## src/rtl/i2cs_pkg.sv

```systemverilog
package i2cs_pkg;

    localparam int BYTE_W      = 8;
    localparam int OWN_W       = 10;
    localparam int MODE_TEN    = 0;
    localparam int MODE_SP     = 1;
    localparam logic [4:0] TEN_TAG = 5'b11110;

    typedef enum logic [3:0] {
        ST_IDLE     = 4'd0,
        ST_ADDR     = 4'd1,
        ST_HI_ACK   = 4'd2,
        ST_ADDR2    = 4'd3,
        ST_ADDR_ACK = 4'd4,
        ST_RX       = 4'd5,
        ST_RX_ACK   = 4'd6,
        ST_TX       = 4'd7,
        ST_TX_ACK   = 4'd8,
        ST_IGNORE   = 4'd9
    } state_t;

endpackage

```

## src/rtl/i2cs_sync.sv

```systemverilog
module i2cs_sync #(
    parameter int STAGES = 2
) (
    input  logic clk,
    input  logic rst_n,
    input  logic d,
    output logic q
);
    logic [STAGES-1:0] chain;

    generate
        if (STAGES == 1) begin : g_single
            always_ff @(posedge clk or negedge rst_n) begin
                if (!rst_n) chain <= '1;
                else        chain <= d;
            end
        end else begin : g_multi
            always_ff @(posedge clk or negedge rst_n) begin
                if (!rst_n) chain <= '1;
                else        chain <= {chain[STAGES-2:0], d};
            end
        end
    endgenerate

    assign q = chain[STAGES-1];
endmodule

```

## src/rtl/i2cs_bus_cond.sv

```systemverilog
module i2cs_bus_cond (
    input  logic clk,
    input  logic rst_n,
    input  logic scl_s,
    input  logic sda_s,
    output logic scl_rise,
    output logic scl_fall,
    output logic start_det,
    output logic stop_det
);
    logic scl_p, sda_p;

    always_ff @(posedge clk or negedge rst_n) begin
        if (!rst_n) begin
            scl_p <= 1'b1;
            sda_p <= 1'b1;
        end else begin
            scl_p <= scl_s;
            sda_p <= sda_s;
        end
    end

    assign scl_rise  = scl_s & ~scl_p;
    assign scl_fall  = ~scl_s & scl_p;
    assign start_det = scl_s & scl_p & sda_p & ~sda_s;
    assign stop_det  = scl_s & scl_p & ~sda_p & sda_s;
endmodule

```

## src/rtl/i2cs_addr_match.sv

```systemverilog
module i2cs_addr_match
    import i2cs_pkg::*;
(
    input  logic [BYTE_W-1:0] sh,
    input  logic [OWN_W-1:0]  own_addr,
    input  logic              gc_en,
    input  logic              ten,
    output logic              hit7,
    output logic              gc_hit,
    output logic              hit10_hi,
    output logic              hit10_lo
);
    always_comb begin
        hit7     = !ten && (sh[BYTE_W-1:1] == own_addr[BYTE_W-2:0]);
        gc_hit   = gc_en && (sh == '0);
        hit10_hi = ten && (sh[BYTE_W-1:3] == TEN_TAG)
                       && (sh[2:1] == own_addr[OWN_W-1:BYTE_W]);
        hit10_lo = (sh == own_addr[BYTE_W-1:0]);
    end
endmodule

```

## src/rtl/i2c_slave_ovf.sv

```systemverilog
module i2c_slave_ovf
    import i2cs_pkg::*;
#(
    parameter int SYNC_STAGES = 2
) (
    input  logic              clk,
    input  logic              rst_n,
    input  logic              scl_i,
    input  logic              sda_i,
    output logic              sda_oe,
    input  logic [1:0]        mode,
    input  logic              gc_en,
    input  logic [OWN_W-1:0]  own_addr,
    input  logic [BYTE_W-1:0] tx_data,
    input  logic              rd_buf,
    input  logic              ovf_clr,
    input  logic              irq_clr,
    output logic [BYTE_W-1:0] rx_buf,
    output logic              buf_full,
    output logic              ovf,
    output logic              irq,
    output logic              bus_s,
    output logic              bus_p,
    output logic              rw
);
    localparam int CNT_W = $clog2(BYTE_W + 1);
    localparam logic [CNT_W-1:0] CNT_END = CNT_W'(BYTE_W);

    logic scl_s, sda_s;
    logic scl_rise, scl_fall, start_det, stop_det;
    logic hit7, gc_hit, hit10_hi, hit10_lo;

    state_t st, st_nx;
    logic [BYTE_W-1:0] sh, tx_sh;
    logic [CNT_W-1:0]  bitcnt;
    logic              m_ack;
    logic              ten, sp_ie;
    logic              byte_end, bus_evt, room, take, shifting, tx_done;

    i2cs_sync #(.STAGES(SYNC_STAGES)) u_sync_scl (
        .clk(clk), .rst_n(rst_n), .d(scl_i), .q(scl_s)
    );
    i2cs_sync #(.STAGES(SYNC_STAGES)) u_sync_sda (
        .clk(clk), .rst_n(rst_n), .d(sda_i), .q(sda_s)
    );

    i2cs_bus_cond u_cond (
        .clk(clk), .rst_n(rst_n), .scl_s(scl_s), .sda_s(sda_s),
        .scl_rise(scl_rise), .scl_fall(scl_fall),
        .start_det(start_det), .stop_det(stop_det)
    );

    i2cs_addr_match u_match (
        .sh(sh), .own_addr(own_addr), .gc_en(gc_en), .ten(ten),
        .hit7(hit7), .gc_hit(gc_hit), .hit10_hi(hit10_hi), .hit10_lo(hit10_lo)
    );

    assign ten   = mode[MODE_TEN];
    assign sp_ie = mode[MODE_SP];

    always_comb begin
        bus_evt  = start_det | stop_det;
        byte_end = scl_fall && (bitcnt == CNT_END) && !bus_evt;
        room     = !buf_full && !ovf;
        take     = byte_end && (((st == ST_ADDR) && (hit7 || gc_hit))
                             || ((st == ST_ADDR2) && hit10_lo)
                             || (st == ST_RX));
        tx_done  = byte_end && (st == ST_TX);
        shifting = (st == ST_ADDR) || (st == ST_ADDR2)
                || (st == ST_RX)   || (st == ST_TX);
    end

    // next-state decision
    always_comb begin
        st_nx = st;
        if (start_det) begin
            st_nx = ST_ADDR;
        end else if (stop_det) begin
            st_nx = ST_IDLE;
        end else begin
            unique case (st)
                ST_IDLE, ST_IGNORE: st_nx = st;
                ST_ADDR: begin
                    if (byte_end) begin
                        if (hit10_hi)                     st_nx = ST_HI_ACK;
                        else if ((hit7 || gc_hit) && room) st_nx = ST_ADDR_ACK;
                        else                              st_nx = ST_IGNORE;
                    end
                end
                ST_HI_ACK:   if (scl_fall) st_nx = ST_ADDR2;
                ST_ADDR2:    if (byte_end) st_nx = (hit10_lo && room) ? ST_ADDR_ACK : ST_IGNORE;
                ST_ADDR_ACK: if (scl_fall) st_nx = rw ? ST_TX : ST_RX;
                ST_RX:       if (byte_end) st_nx = room ? ST_RX_ACK : ST_IGNORE;
                ST_RX_ACK:   if (scl_fall) st_nx = ST_RX;
                ST_TX:       if (byte_end) st_nx = ST_TX_ACK;
                ST_TX_ACK:   if (scl_fall) st_nx = m_ack ? ST_TX : ST_IGNORE;
                default:     st_nx = ST_IDLE;
            endcase
        end
    end

    // state register
    always_ff @(posedge clk or negedge rst_n) begin
        if (!rst_n) st <= ST_IDLE;
        else        st <= st_nx;
    end

    // output process: open-drain data enable
    always_comb begin
        unique case (st)
            ST_HI_ACK, ST_ADDR_ACK, ST_RX_ACK: sda_oe = 1'b1;
            ST_TX:                             sda_oe = ~tx_sh[BYTE_W-1];
            default:                           sda_oe = 1'b0;
        endcase
    end

    // shift path and byte counting
    always_ff @(posedge clk or negedge rst_n) begin
        if (!rst_n) begin
            sh     <= '0;
            bitcnt <= '0;
            tx_sh  <= '1;
            m_ack  <= 1'b0;
            rw     <= 1'b0;
        end else begin
            if ((st_nx != st) || start_det) begin
                bitcnt <= '0;
            end else if (scl_rise && shifting && (bitcnt < CNT_END)) begin
                sh     <= {sh[BYTE_W-2:0], sda_s};
                bitcnt <= bitcnt + 1'b1;
            end

            if ((st_nx == ST_TX) && (st != ST_TX))
                tx_sh <= tx_data;
            else if ((st == ST_TX) && scl_fall)
                tx_sh <= {tx_sh[BYTE_W-2:0], 1'b1};

            if ((st == ST_TX_ACK) && scl_rise)
                m_ack <= ~sda_s;

            if (byte_end && (st == ST_ADDR))
                rw <= hit7 & sh[0];
            else if (byte_end && (st == ST_ADDR2))
                rw <= 1'b0;
        end
    end

    // receive buffer, overflow and flags
    always_ff @(posedge clk or negedge rst_n) begin
        if (!rst_n) begin
            rx_buf   <= '0;
            buf_full <= 1'b0;
            ovf      <= 1'b0;
            irq      <= 1'b0;
            bus_s    <= 1'b0;
            bus_p    <= 1'b0;
        end else begin
            if (take && room) begin
                rx_buf   <= sh;
                buf_full <= 1'b1;
            end else if (rd_buf) begin
                buf_full <= 1'b0;
            end

            if (take && buf_full) ovf <= 1'b1;
            else if (ovf_clr)     ovf <= 1'b0;

            if (take || tx_done || (sp_ie && bus_evt)) irq <= 1'b1;
            else if (irq_clr)                          irq <= 1'b0;

            if (start_det) begin
                bus_s <= 1'b1;
                bus_p <= 1'b0;
            end else if (stop_det) begin
                bus_s <= 1'b0;
                bus_p <= 1'b1;
            end
        end
    end
endmodule

```

## config.mk

```make
export PLATFORM = sky130hd
export DESIGN_NAME = i2c_slave_ovf
export DESIGN_NICKNAME = d
export VERILOG_FILES = /design/src/rtl/i2cs_pkg.sv /design/src/rtl/i2cs_sync.sv /design/src/rtl/i2cs_bus_cond.sv /design/src/rtl/i2cs_addr_match.sv /design/src/rtl/i2c_slave_ovf.sv
export SDC_FILE = /design/constraint.sdc
export NUM_CORES = 1
export LEC_CHECK = 0
export BUFFER_PORTS_ARGS = -buffer_cell sky130_fd_sc_hd__buf_2
export CORE_UTILIZATION = 48
export CTS_BUF_LIST = sky130_fd_sc_hd__clkbuf_8
export CTS_CLUSTER_DIAMETER = 50
export DETAILED_ROUTE_END_ITERATION = 7
export PLACE_DENSITY_LB_ADDON = 0.25
export SLEW_MARGIN = 20
export SYNTH_ARGS = -nofsm -noshare
export SYNTH_HDL_FRONTEND = slang
export SYNTH_SLANG_ARGS = --single-unit
export TNS_END_PERCENT = 10
```

## constraint.sdc

```tcl
create_clock -name clk -period 5.14 [get_ports clk]
set_clock_uncertainty 0.2 [all_clocks]
set_input_delay 0.257 -clock clk [delete_from_list [all_inputs] [get_ports clk]]
set_output_delay 0.257 -clock clk [all_outputs]
set_load 0.02 [all_outputs]
```

Word level (Yosys, flattened, before mapping):

Cells that the tools add are included.

* bits in registers: 45
* bits of input ports: 28
* word-level logic and storage cells: 132
* output and inout port bits: 15

* multiplexer cells: 34
* eq/ne operators: 17
* add/sub/neg operators: 1
* order comparisons: 1
* reductions and logical operators: 48
* bitwise gates (word level): 15

Operators by type and width (count)
* two-way mux 4 bit: 17
* case mux 4 bit (9 select lines): 1
* logical AND 1 bit: 23
* == test 4 x 3 -> 1 bit (second input constant): 5
* two-way mux 8 bit: 2
* nonzero test 2 bit: 7
* == test 4 bit (second input constant): 3
* two-way mux 1 bit: 12
* logical OR 1 bit: 9
* bitwise AND 1 bit: 8
* == test 4 x 2 -> 1 bit (second input constant): 2
* == test 8 bit: 1
* logical NOT 8 bit: 1
* == test 7 bit: 1
* NOT 1 bit: 6
* == test 5 bit (second input constant): 1
* adder 4 x 1 -> 4 bit (second input constant): 1
* == test 4 x 1 -> 1 bit (second input constant): 1
* logical NOT 1 bit: 4
* logical NOT 4 bit: 1
* < comparator 4 bit (second input constant): 1
* inequality test 4 x 3 -> 1 bit (second input constant): 1
* inequality test 4 bit: 1
* OR reduction 3 bit: 1
* 6 further kinds: 6

Longest topological paths before layout:

* word-level depth: 14
* gate-level depth with buffers: 9
* gate-level depth less buffers: 8

By module:

A second synthesis with hierarchy kept.

* cell total of the unflattened synthesis: 250
* area total of the unflattened synthesis: 2618.8 um2

By module, submodules not included
* i2c_slave_ovf: cells an instance 211, instances 1, area each 2195.9 um2, seq. area each 985.9 um2
* i2cs_addr_match: cells an instance 29, instances 1, area each 232.7 um2, seq. area each 0.0 um2
* i2cs_sync: cells an instance 2, instances 2, area each 52.6 um2, seq. area each 52.6 um2
* i2cs_bus_cond: cells an instance 6, instances 1, area each 85.1 um2, seq. area each 52.6 um2

Worst setup path before layout:

OpenSTA, ideal clock, no wires.

* path type: register to register
* start: register sh[2]
* end: register bitcnt[0]
* cell stages (with the launch flop): 9
* data arrival time: 2.141 ns
* clock period less this slack: 2.436 ns
* data required time: 4.845 ns
* path slack: 2.704 ns
* library setup time: 0.095 ns
* buffers on the path: 1
* cell sequence: dfrtp_1 > buf_6 > xor2_1 > or4_4 > or2_1 > a21o_1 > a21o_1 > or3_1 > o31ai_1

* cells in the longest elaborated chain, start to end: 13
* elaborated cells on any way between the ends: 22
* classes of those cells: 4 x eq/ne; 9 x mux; 9 x reduce/logical

Ends and longest elaborated chain
* start, declared: RTL line i2c_slave_ovf.sv:34 `logic [BYTE_W-1:0] sh, tx_sh;`
* start signal, assigned: RTL line i2c_slave_ovf.sv:129 `sh <= {sh[BYTE_W-2:0], sda_s};`
* == test 7 bit / logical NOT 8 bit (equally long branches): RTL line i2cs_addr_match.sv:14, i2cs_addr_match.sv:15
* logical AND 1 bit, on equally long branches: RTL line i2cs_addr_match.sv:14, i2cs_addr_match.sv:15
* logical OR 1 bit: RTL line i2c_slave_ovf.sv:86 `else if ((hit7 || gc_hit) && room) st_nx = ST_ADDR_ACK;`
* logical AND 1 bit: RTL line i2c_slave_ovf.sv:86
* two-way mux 4 bit: RTL line i2c_slave_ovf.sv:86
* two-way mux 4 bit: RTL line i2c_slave_ovf.sv:85 `if (hit10_hi) st_nx = ST_HI_ACK;`
* two-way mux 4 bit: RTL line i2c_slave_ovf.sv:84 `if (byte_end) begin`
* case mux 4 bit (9 select lines) (*): RTL line i2c_slave_ovf.sv:81 `unique case (st)`
* two-way mux 4 bit (*): RTL line i2c_slave_ovf.sv:78 `end else if (stop_det) begin`
* two-way mux 4 bit (*): RTL line i2c_slave_ovf.sv:76 `if (start_det) begin`
* inequality test 4 bit (*): RTL line i2c_slave_ovf.sv:126 `if ((st_nx != st) || start_det) begin`
* logical OR 1 bit (*): RTL line i2c_slave_ovf.sv:126
* two-way mux 4 bit / nonzero test 2 bit (equally long branches)
* end signal, assigned: RTL line i2c_slave_ovf.sv:130 `bitcnt <= bitcnt + 1'b1;`
* end, declared: RTL line i2c_slave_ovf.sv:35 `logic [CNT_W-1:0] bitcnt;`

Mark *: on every way between the ends. The rest lies on a longest branch, timed or not.
A chain may end at the register's enable or synchronous reset.

Final worst setup path:

* start: register st[3]
* end: register bitcnt[0]

* cells in the longest elaborated chain, start to end: 8
* elaborated cells on any way between the ends: 31
* classes of those cells: 10 x eq/ne; 12 x mux; 9 x reduce/logical

Ends and longest elaborated chain
* start, declared: RTL line i2c_slave_ovf.sv:33 `state_t st, st_nx;`
* start signal, assigned: RTL line i2c_slave_ovf.sv:105 `else st <= st_nx;`
* == test 4 bit / logical NOT 4 bit (equally long branches): RTL line i2c_slave_ovf.sv:81
* OR reduction 2 bit: RTL line i2c_slave_ovf.sv:81
* case mux 4 bit (9 select lines): RTL line i2c_slave_ovf.sv:81
* two-way mux 4 bit: RTL line i2c_slave_ovf.sv:78
* two-way mux 4 bit: RTL line i2c_slave_ovf.sv:76
* inequality test 4 bit: RTL line i2c_slave_ovf.sv:126
* logical OR 1 bit: RTL line i2c_slave_ovf.sv:126
* two-way mux 4 bit / nonzero test 2 bit (equally long branches)

Parallel ways exist; a longest one is shown, timed or not.

==> impl_metrics.py <==
metrics = {
    "power_and_ir_drop": {
        "leakagePower_nw": 1.37,
        "p_switching_w": 0.000390,
        "combPwrFrac": 0.288,
        "power_density_mw_per_mm2": 357,
        "swShare": 0.370,
        "total_power_w": 0.00106,
        "seqPwrFrac": 0.493,
        "pwr-share-clk": 0.219,
        "intPower_w": 0.000665,
        "vdd_drop_max_mv": 0.276,
    },
    "detailed_routing": {
        "antenna_left": 0,
        "first_iter_violations": 195,
        "routed.top_layer": "met4",
        "vias": 2068,
        "wirelength_um": 5640,
        "viasPerCell": 5.62,
        "drc_errors": 0,
        "wl_per_cell_um": 15.3,
        "drt_first_pass_iters": 4,
        "drt-met1-wl_um": 2650,
        "dr_wl_met2_um": 2600,
        "wl_met3_um": 286,
    },
    "floorplanning": {
        "dieHeight_um": 74.1,
        "core_area_sq_mm": 0.00485,
        "initial_core_util": 0.515,
        "die_w_um": 74.1,
        "pin_count": 43,
        "rows": 25,
        "dieArea_sq_mm": 0.00550,
    },
    "clock_network": {
        "postCtsSetupRepairBufs": 0,
        "cts_resized": 0,
        "postCtsHoldBufs": 13,
        "cts_buffers": 5,
        "clkLatencyLatePin_ns": 0.31,
        "cts_tree": "done",
        "clkSinkCount": 45,
        "clk_pin_slew_ns": 0.09,
        "cts-root-buf": "clkbuf_8",
        "cts_max_level": 2,
        "ctsLongestPathBuffers": 2,
    },
    "timing": {
        "post-route-min-period_ns": 2.89,
        "slew_viol_final": 0,
        "tns_ns": 0,
        "max_freq_mhz": 346,
        "min_period_over_period": 0.563,
        "slew_headroom": 0.395,
        "setup_viol": 0,
        "tightest_slew_ns": 0.903,
        "hold_viol": 0,
        "rsz0062_at_grt": "no",
        "hold_ws_ns": 0.103,
    },
    "critical_path": {
        "reg2reg_slack_ns": 2.25,
        "cp.required_ns": 5.10,
        "crit_type": "flip-flop to flip-flop",
        "r2r_cells": 7,
        "reg2reg_from": "st[3]$_DFF_PN0_",
        "crit_start": "st[3]$_DFF_PN0_",
        "critPathMaxFanout": 16,
        "start_kind": "flip-flop",
        "r2r_end": "bitcnt[0]$_DFFE_PN0P_",
        "endpoint": "bitcnt[0]$_DFFE_PN0P_",
        "arrival_ns": 2.86,
        "worstSetupEndpointType": "flip-flop",
    },
    "synth": {
        "synth_edf_count": 0,
        "yosysSeqAreaShare": 0.458,
        "synth_cells": 253,
        "async_flop_share": 1.00,
        "ys_types": 52,
        "avgSynthCellArea_sq_um": 9.87,
        "syn-num-nets": 283,
        "ys_ff_latch": 45,
        "ys.flop_type": "dfrtp_1",
        "synth.cell_area_sq_mm": 0.00250,
        "ys_warn_count": 0,
    },
    "final_layout": {
        "final_net_count": 330,
        "multi_input_area_sq_mm": 0.00127,
        "final_cell_mix": "buf_2, nand2_1, dfrtp_1",
        "fillers": 442,
        "syn_to_final_growth_pct": 18.2,
        "drive_above_1_share": 0.276,
        "final-seq-area_sq_mm": 0.00114,
        "final_area_sq_mm": 0.00295,
        "mostFrequentLayoutCell": "buf_2",
        "final_cells": 368,
        "n_antenna_cell": 0,
    },
    "flow_run": {
        "drv_cap": 0,
    },
    "global_route": {
        "grt_pass1_vias": 1948,
        "gr-usage-all-layers": 0.233,
        "grt_max_degree": 46,
        "antenna_found_initial": 0,
        "overflow": 0,
        "grt_pass1_wl_um": 9630,
    },
    "placement": {
        "portBuffers": 42,
        "placed_area_sq_mm": 0.00273,
        "dpl.hpwl_um": 3960,
        "dpl.cell_count": 347,
        "gp_congestion": 0.955,
    },
    "min_path": {
        "hold_path_class": "primary input to flip-flop",
        "min_from": "irq_clr",
    },
    "status": {
        "status": "finished, final reports clean",
    },
}
==> power by group through the flow <==
stage	clock [W]	combinational (W)	sequential, W
after CTS	0.000237	0.000302	0.000519
after global placement	0	0.000294	0.000522
final	0.000232	0.000304	0.000520
after global routing	0.000248	0.000338	0.000533
after floorplan	0	0.000294	0.000449
after detailed placement	0	0.000293	0.000524
==> layer usage <==
layer	vias to the layer above	global-route usage
li1	1002	-
met1	984	0.330
met2	71	0.361
met3	11	0.0420
met4	0	0.0812
met5	-	0
==> cells in the mapped netlist, drive strengths merged (2+ instances only) <==
cell type | number | area [sq um]
nand2 | 32 | 120
dfrtp | 31 | 776
mux2 | 16 | 180
nor2 | 16 | 60.1
dfstp | 14 | 368
xor2 | 14 | 123
o21ai | 12 | 60.1
clkbuf | 10 | 37.5
nor4 | 7 | 43.8
a21oi | 6 | 30.0
a22oi | 6 | 45.0
inv | 6 | 22.5
buf | 5 | 31.3
nand2b | 5 | 31.3
nor3 | 5 | 25.0
xnor2 | 5 | 43.8
nand4b | 4 | 35.0
o31ai | 4 | 30.0
or3 | 4 | 25.0
a211oi | 3 | 22.5
a221oi | 3 | 26.3
and2 | 3 | 18.8
nand3 | 3 | 15.0
o21a | 3 | 22.5
o21bai | 3 | 22.5
a21o | 2 | 15.0
a41oi | 2 | 17.5
ha | 2 | 25.0
nand3b | 2 | 15.0
nor2b | 2 | 12.5
nor4b | 2 | 17.5
o22ai | 2 | 12.5
==> worst max-delay path, stage by stage (launching register included) <==
cell,delay [ns]
dfrtp_1,0.63
or3b_1,0.47
nor3_1,0.22
a211oi_1,0.11
nor2_1,0.60
nor4_1,0.15
o31ai_1,0.21
o31ai_1,0.16
==> flip-flops by register name, indices dropped and copies added, names as in the netlist <==
name / count
bus_p: 1
bus_s: 1
rx_buf: 8
st: 4
rw: 1
u_sync_sda.chain: 2
bitcnt: 4
irq: 1
m_ack: 1
u_sync_scl.chain: 2
ovf: 1
u_cond.scl_p: 1
sh: 8
u_cond.sda_p: 1
buf_full: 1
tx_sh: 8
==> logic make-up (layout without fill, tap and decap cells) <==
group,after synthesis,in the layout,synth area share
simple gates,94,94,0.199
compound gates,55,55,0.154
flops,45,45,0.458
buf+inv,21,69,0.0366
xor+xnor,19,19,0.0666
mux,17,17,0.0762
fa+ha+maj,2,2,0.0100
==> stage by stage <==
step                      utilization  setup WS, ns
after floorplan                     -          2.70
after global placement          0.563          2.40
after detailed placement        0.563          2.35
after global routing            0.609          1.99
after CTS                       0.609          2.33
final                           0.609          2.25
==> how the worst min path moves through the flow <==
stage	endpoint	cells past startpoint
5_1_grt	irq$_DFFE_PN0P_	3
2_1_floorplan	bitcnt[0]$_DFFE_PN0P_	0
4_1_cts	irq$_DFFE_PN0P_	3
3_5_place_dp	u_sync_scl.chain[1]$_DFF_PN1_	0
6_report	irq$_DFFE_PN0P_	3
3_3_place_gp	u_sync_scl.chain[1]$_DFF_PN1_	0
==> layout make-up <==
class | count | share of cell area
clock buffer | 6 | 0.0280
timing repair buffer | 55 | 0.116
inverter | 6 | 0.00763
multi-input combinational | 187 | 0.429
sequential | 45 | 0.387
clock inverter | 2 | 0.00339
tap | 67 | 0.0284
Power figures use the tool's default switching activity.
